File: src/rtl/bseq_pkg.sv
package bseq_pkg;

  localparam int MAXW = 8;

  typedef enum logic {
    ORD_LINEAR     = 1'b0,
    ORD_INTERLEAVE = 1'b1
  } order_e;

  function automatic logic [MAXW-1:0] wmask(input int unsigned w);
    return MAXW'((1 << w) - 1);
  endfunction

  function automatic logic [MAXW-1:0] lin_ofs(input logic [MAXW-1:0] s,
                                               input logic [MAXW-1:0] b,
                                               input int unsigned w);
    return (s + b) & wmask(w);
  endfunction

  function automatic logic [MAXW-1:0] ilv_ofs(input logic [MAXW-1:0] s,
                                               input logic [MAXW-1:0] b,
                                               input int unsigned w);
    return (s ^ b) & wmask(w);
  endfunction

endpackage

File: src/rtl/bseq_anchor.sv
module bseq_anchor #(
  parameter int OFS_W = 2
) (
  input  logic             clk,
  input  logic             rst_n,
  input  logic             load_i,
  input  logic [OFS_W-1:0] start_i,
  output logic [OFS_W-1:0] start_q
);
  always_ff @(posedge clk) begin
    if (!rst_n)      start_q <= '0;
    else if (load_i) start_q <= start_i;
  end
endmodule

File: src/rtl/bseq_beat.sv
module bseq_beat #(
  parameter int OFS_W = 2
) (
  input  logic             clk,
  input  logic             rst_n,
  input  logic             load_i,
  input  logic             adv_i,
  output logic [OFS_W-1:0] beat_q
);
  always_ff @(posedge clk) begin
    if (!rst_n)      beat_q <= '0;
    else if (load_i) beat_q <= '0;
    else if (adv_i)  beat_q <= beat_q + 1'b1;
  end
endmodule

File: src/rtl/bseq_map.sv
module bseq_map
  import bseq_pkg::*;
#(
  parameter int OFS_W = 2
) (
  input  logic [OFS_W-1:0] start_q,
  input  logic [OFS_W-1:0] beat_q,
  input  logic             mode_ilv_i,
  output logic [OFS_W-1:0] ofs_o
);
  logic [MAXW-1:0] s_ext, b_ext, lin_v, ilv_v;
  order_e          order;

  always_comb begin
    s_ext = MAXW'(start_q);
    b_ext = MAXW'(beat_q);
    lin_v = lin_ofs(s_ext, b_ext, OFS_W);
    ilv_v = ilv_ofs(s_ext, b_ext, OFS_W);
    order = order_e'(mode_ilv_i);
    ofs_o = (order == ORD_INTERLEAVE) ? ilv_v[OFS_W-1:0] : lin_v[OFS_W-1:0];
  end
endmodule

File: src/rtl/bseq_top.sv
module bseq_top #(
  parameter int OFS_W   = 2,
  parameter bit LAST_EN = 1'b1
) (
  input  logic             clk,
  input  logic             rst_n,
  input  logic             load_i,
  input  logic [OFS_W-1:0] start_i,
  input  logic             adv_i,
  input  logic             mode_ilv_i,
  output logic [OFS_W-1:0] ofs_o,
  output logic             last_o
);
  localparam logic [OFS_W-1:0] LAST_BEAT = {OFS_W{1'b1}};

  logic [OFS_W-1:0] start_q;
  logic [OFS_W-1:0] beat_q;
  logic             step_evt;

  assign step_evt = adv_i & ~load_i;

  bseq_anchor #(.OFS_W(OFS_W)) i_anchor (
    .clk(clk), .rst_n(rst_n), .load_i(load_i), .start_i(start_i), .start_q(start_q)
  );

  bseq_beat #(.OFS_W(OFS_W)) i_beat (
    .clk(clk), .rst_n(rst_n), .load_i(load_i), .adv_i(adv_i), .beat_q(beat_q)
  );

  bseq_map #(.OFS_W(OFS_W)) i_map (
    .start_q(start_q), .beat_q(beat_q), .mode_ilv_i(mode_ilv_i), .ofs_o(ofs_o)
  );

  generate
    if (LAST_EN) begin : g_last
      assign last_o = (beat_q == LAST_BEAT);
    end else begin : g_nolast
      assign last_o = 1'b0;
    end
  endgenerate
endmodule

File: config.mk
export PLATFORM = sky130hd
export DESIGN_NAME = bseq_top
export DESIGN_NICKNAME = d
export VERILOG_FILES = /design/src/rtl/bseq_pkg.sv /design/src/rtl/bseq_anchor.sv /design/src/rtl/bseq_beat.sv /design/src/rtl/bseq_map.sv /design/src/rtl/bseq_top.sv
export SDC_FILE = /design/constraint.sdc
export NUM_CORES = 1
export LEC_CHECK = 0
export ABC_CLOCK_PERIOD_IN_PS = 880
export BUFFER_PORTS_ARGS = -buffer_cell sky130_fd_sc_hd__buf_2
export CORE_AREA = 3 3 40 42
export CTS_CLUSTER_SIZE = 28
export DETAILED_ROUTE_END_ITERATION = 12
export DIE_AREA = 0 0 43 45
export SYNTH_ARGS = -nofsm -noshare
export SYNTH_HDL_FRONTEND = slang
export SYNTH_SLANG_ARGS = --single-unit
File: constraint.sdc
create_clock -name clk -period 0.88 [get_ports clk]
set_input_delay 0.132 -clock clk [delete_from_list [all_inputs] [get_ports clk]]
set_output_delay 0.132 -clock clk [all_outputs]
set_load 0.05 [all_outputs]
# After elaboration in Yosys (flattened, before gate mapping)
# Cells that the tools add are included.
# op_classes
muxes	1
eq_ne	1
order_cmp	0
add_sub_neg	2
div	0
n_shift	0
n_reduce_logical	1
mul	0
bitwise_logic	2
# ops
op	count
adder 2 x 1 -> 2 bit, second input constant	1
adder 2 bit	1
== test 2 bit, second input constant	1
2-to-1 mux 2 bit	1
OR reduction 2 bit	1
bitwise XOR 2 bit	1
NOT 1 bit	1
# totals
ramBits	0
n_memories	0
latchBits	0
rom_bits	0
ff_bits	4

# Logic depth before layout (Yosys ltp)
# Gate-level depths: netlist of the first run.
# depth
depth_word	2
depth_mapped	3

# Modules after synthesis
# From an unflattened synthesis of the first run, not the netlist that was laid out.
# unflattened
hier_cells	19
area_unflattened_um2	200.2
# modules_own_cells
module	n_inst	area_each_um2	seq_area_each_um2	cells_each
bseq_beat	1	85.1	40.0	8
bseq_anchor	1	72.6	40.0	6
bseq_map	1	36.3	0.0	4
bseq_top	1	6.3	0.0	1

# Least setup slack after synthesis of the first run
# Ideal clock, no wire load.
# synth_timing
path_type	flip-flop to output port
from	register i_beat.beat_q[0]
to	output port ofs_o[1]
path_slack_ps	-697
stages_incl_launch_ff	4
arrival_ps	1445
path_buffers	0
t_required_ps	748
cell_sequence	dfxtp_1 > ha_1 > nor2b_1 > xnor2_1
# synth_between
elab_chain_len	2
# synth_lines
item	line	text
from (decl)	bseq_beat.sv:8	output logic [OFS_W-1:0] beat_q
from (signal assigned)	bseq_beat.sv:13	else if (adv_i) beat_q <= beat_q + 1'b1;
adder 2 bit	bseq_pkg.sv:17	return (s + b) & wmask(w);
2-to-1 mux 2 bit	bseq_map.sv:20	ofs_o = (order == ORD_INTERLEAVE) ? ilv_v[OFS_W-1:0] : lin_v[OFS_W-1:0];
to (decl)	bseq_top.sv:11	output logic [OFS_W-1:0] ofs_o,
# Every way passes these cells.

# Worst setup path in the final report of the first run
# Ends and elaborated chain as after synthesis.

==> implementation parameters, run 1 <==
Parameter                              Value

Outcome
  Run status    finished, violations left
  Violated checks    setup timing

Place
  Instance area at placement    313 um^2
  Number of port buffers    9
  Final weighted congestion in routability-driven placement    between 0.6 and 0.7

Yosys
  Simple logic cell fraction of the synthesized area    16.5%
  Combinational family with the most area after synthesis    simple AND/OR/NAND/NOR gates
  Syn Nets    28
  Count of unique library cells instantiated by Yosys    8
  Register bit count reported by yosys    4
  Count of flip-flops with a built-in enable after synthesis    0
  Async set-reset flop share out of synthesis    0%
  Fraction of the yosys area taken by sequential cells    between 40% and 50%
  Compound-gate portion of the synthesized area    0%
  Top cells by count, synth    dfxtp_1 (4), mux2i_1 (3), nor2b_1 (3), xnor2_1 (3)
  Cell with the most instances after synthesis    dfxtp_1
  Synth area leader    dfxtp_1
  XOR/XNOR share of the synthesized area    a little over an eighth
  Dominant synthesized flop cell    dfxtp_1
  Area share of the leading cell type in the synthesized netlist    40.5%
  Area contributors post-synth    dfxtp_1 (41%), mux2i_1 (15%), xnor2_1 (13%)
  Synth warn    0
  Mux contribution to synthesized area    approximately 15%
  Arithmetic-cell share of the synthesized area counting full adders, half adders and majority gates    12.7%
  Average cell area after synthesis    10.4 um^2
  Netlist area before placement    a little under 200 um^2
  Number of standard cells after synthesis    19

Setup path
  Data required time at the worst endpoint    0.75 ns
  Worst Setup Start Kind    flip-flop
  Crit path DAT    1.18 ns
  Worst R2R Setup Slack    -0.13 ns
  Largest fanout on the critical path    2
  Critical Path End Type    output port
  Startpoint-to-endpoint class of the critical path    flip-flop to output port

Pwr
  Leak pwr    0.163 nW
  Cell internal pwr    about 0.41 mW
  Fraction of power consumed by sequential logic    a little over a third
  Combinational Power Share    24.7%
  Pwr/cell area    roughly 1400 nW/um^2
  Switching power share of the total    26.6%
  Total net switching power    0.150 mW
  Portion of total power attributed to the clock network    40.0%
  Max rail drop VDD    551 uV

Final layout
  Fill cell total of the finished layout    144
  Core Util, Final    31.2%
  Synth-to-layout area growth    103%
  Final design area excluding fillers    400 um^2
  Ant. Diodes    0
  Multi-input gate area in the final layout    approximately 180 um^2
  Ratio of cells with drive above 1 in the final layout    71.9%
  Layout net count    43
  Sequential Area    88.8 um^2

STA
  Hold Worst Slack    between 0.1 and 0.15 ns
  Final slew viol count    0
  FMAX    761 MHz
  Unrepaired setup endpoints after global routing    yes
  Final critical path time including I/O delays and setup    around 1.3 ns
  Number of setup violations in the final report    4
  Worst clock skew    0.0000607 ns
  Slew @ Worst Pin    ~0.26 ns
  Final worst path period share    149%
  Final hold violations    0
  PnR worst setup slack    -0.433 ns
  Accumulated negative setup slack    -1.04 ns
  Worst slew margin relative to its limit    82.8%

Die
  Starting density of the core    15.4%
  Area of the core    ~1300 um^2
  Die footprint    1940 um^2
  Die span in x    between 40 and 50 um
  Floorplan die height    approximately 45 um
  Top-level I/O count    10
  Number of core rows    13

Global routing
  First-pass GRT wire length    828 um
  Total grt overflow    0
  Maximum number of pins on one net before global-route repair    4
  Global-route usage over all layers    6.09%
  Vias in the first global route    208
  Initial antenna violation count    0

Drt
  Overall routed net length    441 um
  Number of search-and-repair iterations in the first detailed-routing pass    1
  Initial DRC Count    0
  Vias post-DR    172
  Routed via count divided by cell count    between 3 and 4
  Remaining DRCs    0
  Count of antenna-violating nets left after detailed routing    0
  Wire length per cell    between 9 and 10 um

Clock network
  Number of CTS-inserted buffers    3
  Root buffer cell    clkbuf_4
  Clock slew seen by the registers of the worst setup and hold paths    roughly 0.040 ns
  Longest Clk Path Bufs    2
  Later-pin clock latency in the skew report    ~0.23 ns
  Clk sink count    4
  Maximum level of the CTS H-tree    1
  Clock tree from TritonCTS    yes

Run
  Number of max-capacitance violations reported    0

Worst hold path
  Type of the tightest min-delay check    input pin to flip-flop
[metal layers]
metal | up-vias | part of all wire [%] | global-route usage [%] | wire length (um)
met2 | 10 | 45 | 9.58 | 198
met5 | - | 0 | 0 | 0
li1 | 88 | - | - | -
met4 | 0 | 0 | 3.61 | 0
met1 | 74 | 41 | 6.78 | 182
met3 | 0 | 14 | 2.79 | 60
[worst paths after layout]
kind                                           end  cells past startpoint                             start
hold reg to reg   i_anchor.start_q[0]$_SDFFE_PN0P_                      2  i_anchor.start_q[0]$_SDFFE_PN0P_
setup / recovery                          ofs_o[1]                      4     i_beat.beat_q[0]$_SDFFE_PP0P_
hold / removal    i_anchor.start_q[1]$_SDFFE_PN0P_                      2                             rst_n
setup reg to reg     i_beat.beat_q[1]$_SDFFE_PP0P_                      4     i_beat.beat_q[0]$_SDFFE_PP0P_
[stage by stage]
stage | total power, mW | worst slack (ns) | cells
CTS | 0.571 | -0.432 | 47
finish | 0.563 | -0.433 | 47
global route | 0.600 | -0.467 | 47
detailed placement | 0.311 | -0.338 | 44
floorplan | 0.288 | -0.207 | 19
global placement | 0.311 | -0.337 | 44
[power groups by stage]
stage	registers [mW]	clock network (mW)	logic, mW
after floorplan	0.202	0	0.0863
after global placement	0.203	0	0.109
after detailed placement	0.202	0	0.109
after CTS	0.202	0.234	0.136
after global routing	0.200	0.249	0.151
final	0.199	0.225	0.139
[registers in the layout, summed over array words and instances (netlist names)]
| name | count |
|---|---|
| i_anchor.start_q | 2 |
| i_beat.beat_q | 2 |
[what timing repair did]
| action | in CTS | in global routing |
|---|---|---|
| gates resized for setup | 13 | 5 |
| hold buffers | 0 | 0 |
| setup buffers | 0 | 1 |
| endpoints found under the hold margin | 0 | 0 |
| setup endpoints to repair | 4 | 4 |
| pin swaps | 2 | 1 |
[cell type report]
| cell class | instances | area share (%) |
|---|---|---|
| repair buffers | 11 | 23.4 |
| well taps | 15 | 4.69 |
| flip-flops and latches | 4 | 22.2 |
| multi-input cells | 14 | 44.1 |
| clock buffers | 3 | 5.62 |
[kinds of logic after synthesis]
group	count (synthesis)
adder cells (fa/ha/maj)	2
XOR/XNOR	3
buffers and inverters	1
flip-flops	4
AND/OR/NAND/NOR	6
multiplexers	3
[cells in the final DEF (no fill, tap or decap), drive strengths merged]
cell type,synthesis,final
clkbuf,1,3
ha,2,2
nand2b,1,1
nor2b,3,3
mux2i,3,3
dfxtp,4,4
nor2,2,2
buf,0,11
xnor2,3,3
[critical path: stages, from the launching register on]
cell	delay [ns]
dfxtp_4	0.35
ha_4	0.12
nor2b_4	0.18
xnor2_4	0.13
buf_6	0.17
No activity file was read; power rests on OpenSTA's default activity.
==> run 2, diff against run 1 <==
Settings changed: SKIP_CTS_REPAIR_TIMING from default to 1.
==> implementation parameters, run 2 (synthesis results as in run 1) <==
Parameter                              Value

Outcome
  Run status    finished, violations left
  Violated checks    setup timing

Final layout
  Ratio of cells with drive above 1 in the final layout    71.9% (unchanged)
  Most frequent cells in the layout    buf_2 (6), clkbuf_4 (3), buf_6 (3)
  Count of placed standard cells in the final layout, fillers left out    47 (unchanged)
  Most common library cell in the layout ignoring fill and taps    buf_2
  Core Util, Final    31.2% (unchanged)
  Final design area excluding fillers    400 um^2 (unchanged)
  Layout net count    43 (unchanged)
  Top Registers    i_anchor.start_q (2), i_beat.beat_q (2)
  Ant. Diodes    0 (unchanged)
  Synth-to-layout area growth    103% (unchanged)

Clock network
  Later-pin clock latency in the skew report    0.23 ns (about the same)
  Clock slew seen by the registers of the worst setup and hold paths    0.04 ns (about the same)
  Longest Clk Path Bufs    2 (unchanged)
  Number of CTS-inserted buffers    3 (unchanged)
  Root buffer cell    clkbuf_4
  Clk sink count    4 (unchanged)
  Maximum level of the CTS H-tree    1 (unchanged)
  Clock tree from TritonCTS    yes

Global routing
  Vias in the first global route    184 (-12%)
  Met1 global-route usage    6.05% (-0.73 points)
  First-pass GRT wire length    724 um (-13%)
  Initial antenna violation count    0 (unchanged)
  Maximum number of pins on one net before global-route repair    4 (unchanged)
  Busiest metal layer after global routing    met2
  Global Route met2 Usage    7.78% (-1.8 points)
  Global-route usage over all layers    5.34% (-0.75 points)
  Total grt overflow    0 (unchanged)
  Global Route met3 Usage    2.79% (unchanged)

Place
  Placed Instances    44 (unchanged)
  Instance area at placement    313 um^2 (unchanged)
  Number of port buffers    9 (unchanged)
  Final weighted congestion in routability-driven placement    0.647 (unchanged)
  Pre-CTS setup slack    -0.338 ns (unchanged)

STA
  Final worst path period share    148% (-0.93 points)
  PnR worst setup slack    -0.425 ns (+0.00823 ns)
  Hold Worst Slack    0.145 ns (unchanged)
  Worst clock skew    0.0000607 ns (unchanged)
  Accumulated negative setup slack    -1.04 ns (-0.00315 ns)
  Unrepaired setup endpoints after global routing    yes
  Slew @ Worst Pin    0.268 ns (+0.0107 ns)
  Number of setup violations in the final report    4 (unchanged)
  FMAX    766 MHz (+0.63%)
  Worst slew margin relative to its limit    82.0% (-0.71 points)
  Final hold violations    0 (unchanged)
  Final critical path time including I/O delays and setup    1.31 ns (-0.00823 ns)
  Final slew viol count    0 (unchanged)

Setup path
  Largest fanout on the critical path    2 (unchanged)
  Crit path DAT    1.17 ns (about the same)
  Critical Path End Type    output port
  Critical-path cell with the highest stage delay    dfxtp_4
  Critical path, cell by cell    ha_4 -> nor2b_4 -> xnor2_4 -> buf_6
  Worst Setup Start Kind    flip-flop
  Startpoint-to-endpoint class of the critical path    flip-flop to output port
  Max incr delay on CP    0.35 ns (about the same)
  Data required time at the worst endpoint    0.75 ns (about the same)

Die
  Area of the core    1280 um^2 (unchanged)
  Top-level I/O count    10 (unchanged)
  Starting density of the core    15.4% (unchanged)
  Die span in x    43 um (unchanged)
  Number of core rows    13 (unchanged)
  Die footprint    1940 um^2 (unchanged)
  Floorplan die height    45 um (unchanged)

Pwr
  Switching power share of the total    26.6% (about the same)
  Total net switching power    0.150 mW (about the same)
  Leak pwr    0.162 nW (-0.51%)
  Max rail drop VDD    552 uV (+0.17%)
  Portion of total power attributed to the clock network    39.9% (about the same)
  Cell internal pwr    0.414 mW (+0.14%)
  Overall power after layout    0.563 mW (+0.13%)
  Combinational Power Share    24.8% (about the same)
  Pwr/cell area    1410 nW/um^2 (+0.13%)
  Fraction of power consumed by sequential logic    35.2% (about the same)

Run
  Number of max-capacitance violations reported    0 (unchanged)

Drt
  Number of search-and-repair iterations in the first detailed-routing pass    1 (unchanged)
  Initial DRC Count    0 (unchanged)
  Vias post-DR    176 (+2.3%)
  Wire length per cell    9.47 um (+0.91%)
  Remaining DRCs    0 (unchanged)
  Routed via count divided by cell count    3.74 (+2.3%)
  Overall routed net length    445 um (+0.91%)
  Count of antenna-violating nets left after detailed routing    0 (unchanged)

Worst hold path
  Type of the tightest min-delay check    input pin to flip-flop
run 2: cell counts in the layout (fill, tap and decap cells not counted):
No cell type changed its count.
run 2: critical path: cells and delay by family, from the launching register on:
| kind | cells | cell delay [ns] |
|---|---|---|
| XOR/XNOR | 1 | 0.12 |
| adder cells (fa/ha/maj) | 1 | 0.12 |
| buffers and inverters | 1 | 0.17 |
| flip-flops | 1 | 0.35 |
| AND/OR/NAND/NOR | 1 | 0.17 |
run 2: layout make-up:
type	instances	area, um^2
Clock buffer	3	22.5
Fill cell	141	885
Multi-Input combinational cell	14	176
Sequential cell	4	88.8
Tap cell	15	18.8
Timing Repair Buffer	11	93.8
run 2: worst paths after layout:
path / cells after the start / start / to / slack, ns
min: 2 / rst_n / i_anchor.start_q[1]$_SDFFE_PN0P_ / 0.15
max reg2reg: 4 / i_beat.beat_q[0]$_SDFFE_PP0P_ / i_beat.beat_q[1]$_SDFFE_PP0P_ / -0.14
min reg2reg: 2 / i_anchor.start_q[0]$_SDFFE_PN0P_ / i_anchor.start_q[0]$_SDFFE_PN0P_ / 0.55
max: 4 / i_beat.beat_q[0]$_SDFFE_PP0P_ / ofs_o[1] / -0.43
run 2: metal layers:
layer	part of all wire (%)	vias up
met5	0	-
met4	0	0
met3	13	0
met2	44	10
met1	42	78
li1	-	88
run 2: power by group through the flow:
stage	combinational, mW	sequential, mW	clock, mW
5_1_grt	0.151	0.200	0.249
2_1_floorplan	0.0863	0.202	0
3_3_place_gp	0.109	0.203	0
6_report	0.140	0.199	0.225
4_1_cts	0.111	0.200	0.234
3_5_place_dp	0.109	0.202	0
